File: config.mk
export PLATFORM = sky130hd
export DESIGN_NAME = serial_io_unit
export DESIGN_NICKNAME = d
export VERILOG_FILES = /design/src/rtl/serial_io_unit.sv
export SDC_FILE = /design/constraint.sdc
export NUM_CORES = 1
export LEC_CHECK = 0
export BUFFER_PORTS_ARGS = -buffer_cell sky130_fd_sc_hd__buf_2
export CORE_MARGIN = 8
export CORE_UTILIZATION = 45
export DETAILED_ROUTE_END_ITERATION = 8
export GPL_TIMING_DRIVEN = 0
export PLACE_DENSITY = 0.74
export SKIP_LAST_GASP = 1
export SYNTH_ARGS = -nofsm -noshare
export SYNTH_HDL_FRONTEND = slang
export SYNTH_SLANG_ARGS = --single-unit
File: constraint.sdc
create_clock -name clk -period 1.7 [get_ports clk]
set_clock_uncertainty 0.15 [all_clocks]
set_input_delay 0.17 -clock clk [delete_from_list [all_inputs] [get_ports clk]]
set_output_delay 0.17 -clock clk [all_outputs]
set_load 0.005 [all_outputs]
File: src/rtl/serial_io_unit.sv
module serial_io_unit #(
  parameter int W    = 4,
  parameter int SYNC = 2
) (
  input  logic         clk,
  input  logic         rst,
  input  logic         cyc_stb,
  input  logic         si,
  output logic         so,
  output logic         sk,
  input  logic         en_load,
  input  logic [3:0]   en_data,
  input  logic         xchg,
  input  logic [W-1:0] acc_in,
  input  logic         carry_in,
  output logic [W-1:0] acc_out,
  output logic         par_oe
);
  localparam logic [W-1:0] ONE = W'(1);

  logic [SYNC-1:0] sync_q;
  logic            si_prev;
  logic [W-1:0]    sio_q;
  logic [3:0]      en_q;
  logic            skl;

  wire si_s       = sync_q[SYNC-1];
  wire count_mode = en_q[0];
  wire si_fall    = si_prev & ~si_s;

  always_ff @(posedge clk) begin
    if (rst) begin
      sync_q  <= '0;
      si_prev <= 1'b0;
      sio_q   <= '0;
      en_q    <= '0;
      skl     <= 1'b0;
    end else begin
      sync_q <= {sync_q[SYNC-2:0], si};
      if (cyc_stb) si_prev <= si_s;
      if (en_load) en_q <= en_data;
      if (xchg) begin
        sio_q <= acc_in;
        skl   <= carry_in;
      end else if (cyc_stb) begin
        if (!count_mode) sio_q <= {sio_q[W-2:0], si_s};
        else if (si_fall) sio_q <= sio_q - ONE;
      end
    end
  end

  assign so      = count_mode ? en_q[3] : (en_q[3] & sio_q[W-1]);
  assign sk      = skl & (count_mode | cyc_stb);
  assign acc_out = sio_q;
  assign par_oe  = en_q[2];
endmodule


=== After elaboration in Yosys (flattened, before gate mapping) ===
Index checks and enable logic that the tools add are counted.

* Register bits after elaboration: 12
* Output and inout port bits: 7
* Word-level logic and storage cells: 19

* $add $sub $neg: 1
* Equal/unequal tests: 1
* Muxes and demuxes: 5
* Bitwise gates (word level): 5
* Reduce and logical (&&, ||, !) cells: 2

{| class="wikitable"
|+ Operator list
! kind !! number
|-
| $mux 4 || 4
|-
| $sub 4x1->4 const B || 1
|-
| $and 1x1->1 || 3
|-
| $ne 3x2->1 const B || 1
|-
| $reduce_and 2->1 || 1
|-
| $reduce_bool 2->1 || 1
|-
| $mux 1 || 1
|-
| $not 1->1 || 1
|-
| $or 1x1->1 || 1
|}

=== Depth between registers and ports, before layout ===
Gate-level depths: netlist (run 1).

* Depth in word-level cells: 6
* Gate-level depth with buffers: 5
* Depth with buffers taken out: 5

=== Least setup slack after synthesis (run 1) ===
No wires, ideal clock.

* Kind: reg2reg
* From: register sio_q[0], in the netlist acc_out[0]
* To: register sio_q[2], in the netlist acc_out[2]
* Arrival time: 1186 ps
* Data required time: 1447 ps
* Slack: 260 ps
* Cell stages (with the launch flop): 6
* Path through: dfxtp_1 > inv_1 > ha_1 > xor2_1 > a211oi_1 > a2111oi_2

* Cells in the longest elaborated chain, start to end: 5

{| class="wikitable"
|+ RTL lines
! what !! RTL line !! text
|-
| from (decl) || 23 || <nowiki>logic [W-1:0] sio_q;</nowiki>
|-
| from (signal assigned) || 43 || <nowiki>sio_q <= acc_in;</nowiki>
|-
| from (signal assigned) || 46 || <nowiki>if (!count_mode) sio_q <= {sio_q[W-2:0], si_s};</nowiki>
|-
| from (signal assigned) || 47 || <nowiki>else if (si_fall) sio_q <= sio_q - ONE;</nowiki>
|-
| $sub 4x1->4 || 47 ||
|-
| $mux 4 || 47 ||
|-
| $mux 4 || 46 ||
|-
| $mux 4 || 45 || <nowiki>end else if (cyc_stb) begin</nowiki>
|-
| $mux 4 || 42 || <nowiki>if (xchg) begin</nowiki>
|}

No other way between the ends. The select of a mux whose other input is x is not followed.
A chain may end at the register's enable or synchronous reset.

=== Worst setup path in the final report (run 1) ===
Ends and elaborated chain as after synthesis.

==> results.toml, run 1 <==
[yosys]
synth_area_um2 = 586
synthDistinctLibCells = 28
syn_inst = 62
synth_commonest_cells = "dfxtp_1 (11), nor2_1 (7), mux2i_1 (5), inv_1 (4), nor2b_1 (4)"
synth_edf_count = 0
synth_nets = 78
synthMostInstantiatedCell = "dfxtp_1"
yosysSeqAreaShare_pct = 37.6
synth_top_area_cell = "dfxtp_1"
synth_seq_cells = 11
yosys_warnings = 0
syn_area_per_cell_um2 = 9.44
async_reset_ff_share_pct = 0
ys_top_cells_by_area = "dfxtp_1 (38%), mux2i_1 (8.5%), nor2_1 (4.5%), nor2b_1 (4.3%), nand2b_1 (3.2%)"
synth_flop_cell = "dfxtp_1"
netlist.area_leader.share_pct = 37.6

[power_and_ir_drop]
p_sw_w = 0.000160
vdd.ir_drop.worst_v = 0.000620
internal-power_w = 0.000434
p_leak_nw = 0.374
p_seq_share_pct = 49.1
power.share.clock_pct = 30.0
comb_power_share_pct = 20.9
netSwitchingFraction_pct = 26.9
powerDensity_nw_per_um2 = 760

[grt]
grt_max_degree = 11
grt_remaining_overflow = 0
grt_antenna_before_repair = 0
grtUsageTotal_pct = 10.3
grt_pass1_vias = 536
grt_first_pass_wirelength_mm = 2.18

[final_layout]
antennaDiodeCount = 0
syn_to_final_growth_pct = 33.3
fillers = 116
fin_nets = 108
drive_gt1_share_pct = 34.1

[floorplan]
dieHeight_um = 52.1
die_w_um = 52.1
ios = 22
die_area_um2 = 2710
rows = 13
core_um2 = 1250
initial_core_util_pct = 46.8

[sta]
finalHoldViolCount = 0
max-slew-margin-rel_pct = 76.6
fmax_mhz = 629
rsz0062_at_grt = "false"
setup_tns_ps = 0
finalCriticalPeriod_ps = 1590
tightest_slew_ps = 348
min_period_over_period_pct = 93.5
setup_violations = 0
report.final.slew_viol_count = 0
whs_ps = 21.4

[cts]
cts_tree = "yes"
clkTransAtPathRegs_ps = 70
root_buffer = "clkbuf_4"
cts_setup_buffers = 0
cts_made_buffers = 3
cts_resized = 0
htree_levels = 1
clock_path_buffers = 2
clk_latency_ps = 270
cts_hold_buf = 4
clkSinkCount = 11

[place]
dpl.hpwl_mm = 1.02
numPortBuffers = 20
gp_congestion = 0.784

[setup_path]
worstSetupEndpointType = "register"
crit_path_start_kind = "register"
cp_max_fo = 6
crit_type = "reg -> reg"
worst-endpoint-required_ps = 1720
crit_arrival_ps = 1610

[route]
drt_iter0_markers = 9
drt_wl_total_mm = 1.42
post_drt_wl_per_cell_um = 13.4
first_pass_iters = 4
antenna_left = 0
vias_per_cell = 5.20
vias = 551
drc = 0

[run]
maxCapViolCount = 0

[min_path]
hp-class = "in -> reg"

[status]
status = "finished, final reports clean"
-- through the flow --
step	power [W]	utilization (%)	instances	worst slack [ps]	cell area (µm²)
detailed placement	0.000411	56.2	97	112	704
floorplan	0.000367	-	62	260	586
global route	0.000634	62.3	106	0.584	781
finish	0.000594	62.3	106	110	781
CTS	0.000596	61.5	105	92.9	771
global placement	0.000408	56.2	97	159	704
-- placed cells by master, fill, tap and decap left out, types with 2 or more instances in the layout --
cell type | netlist | routed
buf_2 | 1 | 21
dfxtp_1 | 11 | 11
nor2_1 | 7 | 7
mux2i_1 | 5 | 5
dlygate4sd3_1 | 0 | 5
inv_1 | 4 | 4
nor2b_1 | 4 | 4
nand2b_1 | 3 | 3
clkbuf_4 | 0 | 3
o21a_1 | 2 | 2
buf_4 | 2 | 2
a211oi_1 | 2 | 2
o41ai_1 | 2 | 2
nor4_1 | 2 | 2
nand2_1 | 2 | 2
-- worst max-delay path: stages, from the launching register on --
cell and delay (ps):
dfxtp_1 430, inv_1 90, ha_1 210, xor2_1 140, a211oi_1 110, a2111oi_2 360
-- flip-flops by register name (all words and copies together) (netlist names) --
| name | count |
|---|---|
| acc_out | 4 |
| en_q | 3 |
| sync_q | 2 |
| si_prev | 1 |
| skl | 1 |
-- worst paths after layout --
kind / from / to / slack, ps / depth (start not counted)
min reg2reg: sync_q[0]$_SDFF_PP0_ / sync_q[1]$_SDFF_PP0_ / 290 / 1
min: acc_in[1] / acc_out[1]$_SDFFE_PP0P_ / 20 / 3
max: acc_out[0]$_SDFFE_PP0P_ / acc_out[2]$_SDFFE_PP0P_ / 110 / 5
max reg2reg: acc_out[0]$_SDFFE_PP0P_ / acc_out[2]$_SDFFE_PP0P_ / 110 / 5
-- layout make-up --
type | instances | area, µm² | area share (%)
buffer | 3 | 20.0 | 2.56
clock buffer | 4 | 26.3 | 3.37
inverter | 4 | 15.0 | 1.92
multi-input combinational | 44 | 330 | 42.3
sequential | 11 | 220 | 28.2
tap | 15 | 18.8 | 2.40
timing repair buffer | 25 | 150 | 19.2
-- power groups by stage --
stage          registers [W]  clock network, W   logic, W
6_report            0.000292          0.000178   0.000124
4_1_cts             0.000290          0.000183   0.000122
2_1_floorplan       0.000294                 0  0.0000727
3_3_place_gp        0.000296                 0   0.000112
3_5_place_dp        0.000297                 0   0.000115
5_1_grt             0.000294          0.000202   0.000138
-- kinds of logic (layout without fill, tap and decap cells) --
family / Yosys count / in the layout / synth area share, %
simple gates: 25 / 25 / 26.1
compound gates: 12 / 12 / 18.2
flops: 11 / 11 / 37.6
buf+inv: 7 / 36 / 5.98
mux: 5 / 5 / 8.55
fa+ha+maj: 1 / 1 / 2.14
xor+xnor: 1 / 1 / 1.50
-- metal layers --
metal	global-route usage, %	part of all wire (%)	vias to the layer above
met4	6.19	1.5	0
li1	-	-	281
met2	15.0	46	20
met1	12.0	45	247
met3	4.56	7.3	3
met5	0	0	-
No activity file was read; power rests on OpenSTA's default activity.
==> inputs of run 2 (changes only) <==
ABC_AREA = 1   (was not set)
BUFFER_PORTS_ARGS = not set   (was -buffer_cell sky130_fd_sc_hd__buf_2)
DONT_BUFFER_PORTS = 1   (was not set)
PLACE_DENSITY = not set   (was 0.74)
==> run 2 against run 1 <==
  * Wire length down 0.63%
  * Clock power is essentially flat
  * Count of clock-buffer cells in the layout shrank 1
  * Critical path type is now in -> reg
  * Final cell count up 12%
  * Register-to-register slack better by 140 ps
  * Combinational power up 6%
  * Die area stayed put
  * Synthesized cell count is 35% higher
  * Global-route usage up 0.98 points
  * First-iteration DRC count decreased by 56%
  * Power is 2.6% higher
  * Critical path depth is the same
==> results.toml, run 2 <==
[setup_path]
crit_path_start_kind = "input pin"
worst-endpoint-required_ps = 1760
path_cells = "dlygate4sd3_1 > inv_2 > nor2_1 > dlygate4sd3_1 > nor2_1"
crit_type = "in -> reg"
crit_arrival_ps = 1650
timing.rr.end = "acc_out[1]$_SDFFE_PP0P_"
worst-r2r-cell-count = 9
r2r-start = "acc_out[1]$_SDFFE_PP0P_"
worstSetupEndpointType = "register"
rrSetupSlack_ps = 250
slowest_delay_ps = 590
slowest_stage = "dlygate4sd3_1"
cp_max_fo = 10

[floorplan]
ios = 22
dieHeight_um = 52.1
rows = 13
core_um2 = 1250
initial_core_util_pct = 46.8
die_w_um = 52.1
die_area_um2 = 2710

[cts]
cts_resized = 0
root_buffer = "clkbuf_4"
cts_made_buffers = 3
clk_latency_ps = 270
cts_tree = "yes"
clkTransAtPathRegs_ps = 70
clock_path_buffers = 2
htree_levels = 1
clkSinkCount = 11
cts_setup_buffers = 0

[yosys]
synth_top_area_cell = "dfxtp_1"
ys_top_cells_by_area = "dfxtp_1 (38%), nand2_1 (11%), nor2_1 (11%), inv_1 (5.8%), nand3_2 (5.1%)"
synth_commonest_cells = "nand2_1 (17), nor2_1 (17), dfxtp_1 (11), inv_1 (9), o21ai_0 (5)"
synth_flop_cell = "dfxtp_1"
yosysSeqAreaShare_pct = 37.6
yosys_warnings = 0
syn_inst = 84
netlist.area_leader.share_pct = 37.6
synthDistinctLibCells = 19
synth_seq_cells = 11
async_reset_ff_share_pct = 0
syn_area_per_cell_um2 = 6.97
synth_area_um2 = 586
synth_edf_count = 0
synth_nets = 100

[final_layout]
fillers = 102
final_cell_mix = "nor2_1 (17), nand2_1 (17), dlygate4sd3_1 (16), dfxtp_1 (11), inv_1 (9)"
fin_util_pct = 63.2
drive_gt1_share_pct = 16.3
syn_to_final_growth_pct = 35.3
fin_nets = 121
multiInputGateArea_um2 = 317
area.sequential_um2 = 220
antennaDiodeCount = 0
largest_reg_flops = 4

[power_and_ir_drop]
vdd.ir_drop.worst_v = 0.000599
total_power_w = 0.000609
p_leak_nw = 0.359
powerDensity_nw_per_um2 = 769

[route]
antenna_left = 0
vias_per_cell = 4.74
vias = 564
post_drt_wl_per_cell_um = 11.9
drc = 0
drt_wl_total_mm = 1.42
drt_iter0_markers = 4
first_pass_iters = 4

[place]
dpl.hpwl_mm = 1.01
gp_congestion = 0.680
numPortBuffers = 0

[sta]
fmax_mhz = 631
finalCriticalPeriod_ps = 1580
finalHoldViolCount = 0
rsz0062_at_grt = "false"
whs_ps = 52.3
max-slew-margin-rel_pct = 84.3
report.final.slew_viol_count = 0
setup_tns_ps = 0
setup_violations = 0
min_period_over_period_pct = 93.2
tightest_slew_ps = 235

[min_path]
hp-start = "acc_in[3]"
hold_depth = 4
worstHoldEndpoint = "acc_out[3]$_SDFFE_PP0P_"
hp-class = "in -> reg"

[grt]
grt_first_pass_wirelength_mm = 2.30
grtUsageTotal_pct = 11.3
grt_max_degree = 11
grt_remaining_overflow = 0
grt_antenna_before_repair = 0
grt_pass1_vias = 540

[run]
maxCapViolCount = 0

[status]
status = "finished, final reports clean"
run 2: logic make-up (layout without fill, tap and decap cells):
family | Yosys count | in the layout | share of synthesized area [%]
AND/OR/NAND/NOR | 45 | 45 | 35.5
AO/OA/AOI/OAI | 16 | 16 | 16.5
flip-flops | 11 | 11 | 37.6
buffers and inverters | 11 | 31 | 8.33
adder cells (fa/ha/maj) | 1 | 1 | 2.14
run 2: worst max path at each step:
| stage | cells past startpoint | startpoint | end | slack (ps) |
|---|---|---|---|---|
| after floorplan | 9 | acc_out[1]$_SDFFE_PP0P_ | acc_out[1]$_SDFFE_PP0P_ | 360 |
| after global placement | 9 | acc_out[1]$_SDFFE_PP0P_ | acc_out[1]$_SDFFE_PP0P_ | 260 |
| after detailed placement | 9 | acc_out[1]$_SDFFE_PP0P_ | acc_out[1]$_SDFFE_PP0P_ | 250 |
| after CTS | 5 | xchg | skl$_SDFFE_PP0P_ | 140 |
| after global routing | 5 | xchg | skl$_SDFFE_PP0P_ | 70 |
| final | 5 | xchg | skl$_SDFFE_PP0P_ | 120 |
run 2: per-layer routing:
metal	wire length, µm	vias to the layer above	global-route usage [%]
met2	652	15	17.8
met5	0	-	0
met1	635	237	12.5
met4	0	0	2.65
met3	127	0	6.84
li1	-	312	-
run 2: cell type report:
class	instances	share of cell area, %
Buffer	1	1.42
Multi-Input combinational cell	62	40.0
Tap cell	15	2.37
Clock inverter	1	0.632
Timing Repair Buffer	16	20.2
Inverter	10	4.74
Clock buffer	3	2.84
Sequential cell	11	27.8
run 2: power by group:
part           internal [W]  total [W]  switching [W]
clock network     0.0000872   0.000180      0.0000924
logic             0.0000655   0.000131      0.0000660
registers          0.000277   0.000298      0.0000211
total              0.000430   0.000609       0.000179
run 2: critical path: cells and delay by family:
| family | cells | cell delay (ps) |
|---|---|---|
| buffers and inverters | 3 | 1330 |
| and+or+nand+nor | 2 | 160 |
run 2: timing repair:
item / in CTS / in global routing
hold buffers: 16 / 0
endpoints found under the hold margin: 11 / 0
endpoints found under the setup margin: 0 / 0
run 2: through the flow:
| step | std cells | area, µm² | worst slack (ps) |
|---|---|---|---|
| 3_3_place_gp | 99 | 604 | 259 |
| 2_1_floorplan | 84 | 586 | 358 |
| 6_report | 119 | 792 | 116 |
| 4_1_cts | 119 | 792 | 135 |
| 3_5_place_dp | 99 | 604 | 250 |
| 5_1_grt | 119 | 792 | 69.7 |
==> inputs of run 3 (changes only) <==
PLACE_DENSITY = 0.65   (was not set)
==> run 3 against run 2 <==
  * Design area decreased by 0.16%
  * Maximum frequency rose by 0.49%
  * First-iteration DRC count is 75% higher
  * Register-to-register slack about the same
  * Power is 0.92% higher
  * Flip-flop and latch count stayed put
  * Combinational power about the same
  * Non-clock buffer count unchanged
  * Worst setup slack better by 7.7 ps
  * Worst hold slack barely moved
  * Sequential share of layout area is essentially flat
  * Largest cell class unchanged
  * Largest power group unchanged
  * Highest routed layer is now met4
==> results.toml, run 3 (synthesis gave the netlist of run 2 again) <==
[status]
status = "finished, final reports clean"

[cts]
clock_path_buffers = 2
clk_latency_ps = 270
cts_made_buffers = 3
cts_setup_buffers = 0
root_buffer = "clkbuf_4"
clkTransAtPathRegs_ps = 70
cts_tree = "yes"
htree_levels = 1
clkSinkCount = 11

[setup_path]
cp_max_fo = 10
crit_path_start_kind = "input pin"
worstSetupEndpointType = "register"
crit_arrival_ps = 1640
worst-endpoint-required_ps = 1760
crit_type = "in -> reg"

[final_layout]
fin_nets = 121
syn_to_final_growth_pct = 35.0
area.sequential_um2 = 220
final_cell_mix = "nor2_1 (17), nand2_1 (17), dlygate4sd3_1 (16), dfxtp_1 (11), inv_1 (9)"
instances_no_fill = 119
largest_reg_flops = 4
antennaDiodeCount = 0
fillers = 106
multiInputGateArea_um2 = 317
drive_gt1_share_pct = 15.4

[sta]
report.final.slew_viol_count = 0
tightest_slew_ps = 233
min_period_over_period_pct = 92.7
rsz0062_at_grt = "false"
max-slew-margin-rel_pct = 84.4
finalHoldViolCount = 0
finalCriticalPeriod_ps = 1580
fmax_mhz = 634
setup_violations = 0
setup_tns_ps = 0

[min_path]
hp-class = "in -> reg"

[route]
antenna_left = 0
vias_per_cell = 4.98
drt_wl_total_mm = 1.44
drc = 0
vias = 593
first_pass_iters = 4
post_drt_wl_per_cell_um = 12.1
drt_iter0_markers = 7

[grt]
grt_pass1_vias = 574
grt_remaining_overflow = 0
grt_antenna_before_repair = 0
grtUsageTotal_pct = 11.8
grt_first_pass_wirelength_mm = 2.44
grt_max_degree = 11

[place]
dp_cells = 99
dpl.hpwl_um = 980
gp_congestion = 0.701
numPortBuffers = 0

[floorplan]
core_um2 = 1250
rows = 13
ios = 22
die_w_um = 52.1
dieHeight_um = 52.1
initial_core_util_pct = 46.8
die_area_um2 = 2710

[power_and_ir_drop]
powerDensity_nw_per_um2 = 777
p_leak_nw = 0.356
vdd.ir_drop.worst_v = 0.000404

[run]
maxCapViolCount = 0
run 3: cell types whose count changed in the layout (fill, tap and decap cells not counted):
cell / change
clkbuf_1: +1
clkinv_2: -1
run 3: metal layers:
layer / vias up / GRT usage, % / wire [µm] / share of wire (%)
li1: 306 / - / - / -
met1: 263 / 12.2 / 589 / 41
met2: 18 / 18.4 / 691 / 48
met3: 6 / 5.98 / 125 / 8.7
met4: 0 / 7.96 / 38 / 2.6
met5: - / 0 / 0 / 0
run 3: power by group:
part / internal (W) / switching [W]
Sequential: 0.000277 / 0.0000208
Combinational: 0.0000655 / 0.0000655
Clock: 0.0000910 / 0.0000949
run 3: path summary, 6_finish.rpt:
kind	startpoint	end	slack [ps]	cells after the start
worst max register to register	acc_out[0]$_SDFFE_PP0P_	acc_out[1]$_SDFFE_PP0P_	250	9
worst min-delay path	acc_in[3]	acc_out[3]$_SDFFE_PP0P_	50	4
worst min register to register	sync_q[0]$_SDFF_PP0_	sync_q[1]$_SDFF_PP0_	260	2
worst max-delay path	xchg	skl$_SDFFE_PP0P_	120	5
run 3: area by class of cell:
class                   instances  area share, %
repair buffers                 16           20.3
flip-flops and latches         11           27.8
inverters                      10           4.75
well taps                      15           2.37
plain buffers                   1           1.42
clock buffers                   4           3.32
multi-input cells              62           40.0
run 3: critical path, cell delays in order:
cell and delay, ps:
dlygate4sd3_1 580, inv_2 180, nor2_1 60, dlygate4sd3_1 560, nor2_1 90
run 3: through the flow:
stage	setup slack, ps	instance area, µm²	power [W]	util (%)	hold WS [ps]
2_1_floorplan	358	586	0.000384	-	82.4
3_3_place_gp	267	604	0.000400	48.3	83.7
3_5_place_dp	253	604	0.000403	48.3	85.7
4_1_cts	129	791	0.000619	63.1	55.8
5_1_grt	73.1	791	0.000650	63.1	85.1
6_report	123	791	0.000615	63.1	52.3
run 3: what timing repair did:
item,4_1_cts,5_1_grt
gates resized for setup,0,0
hold buffers,16,0
endpoints found under the setup margin,0,0
hold endpoints to repair,11,0
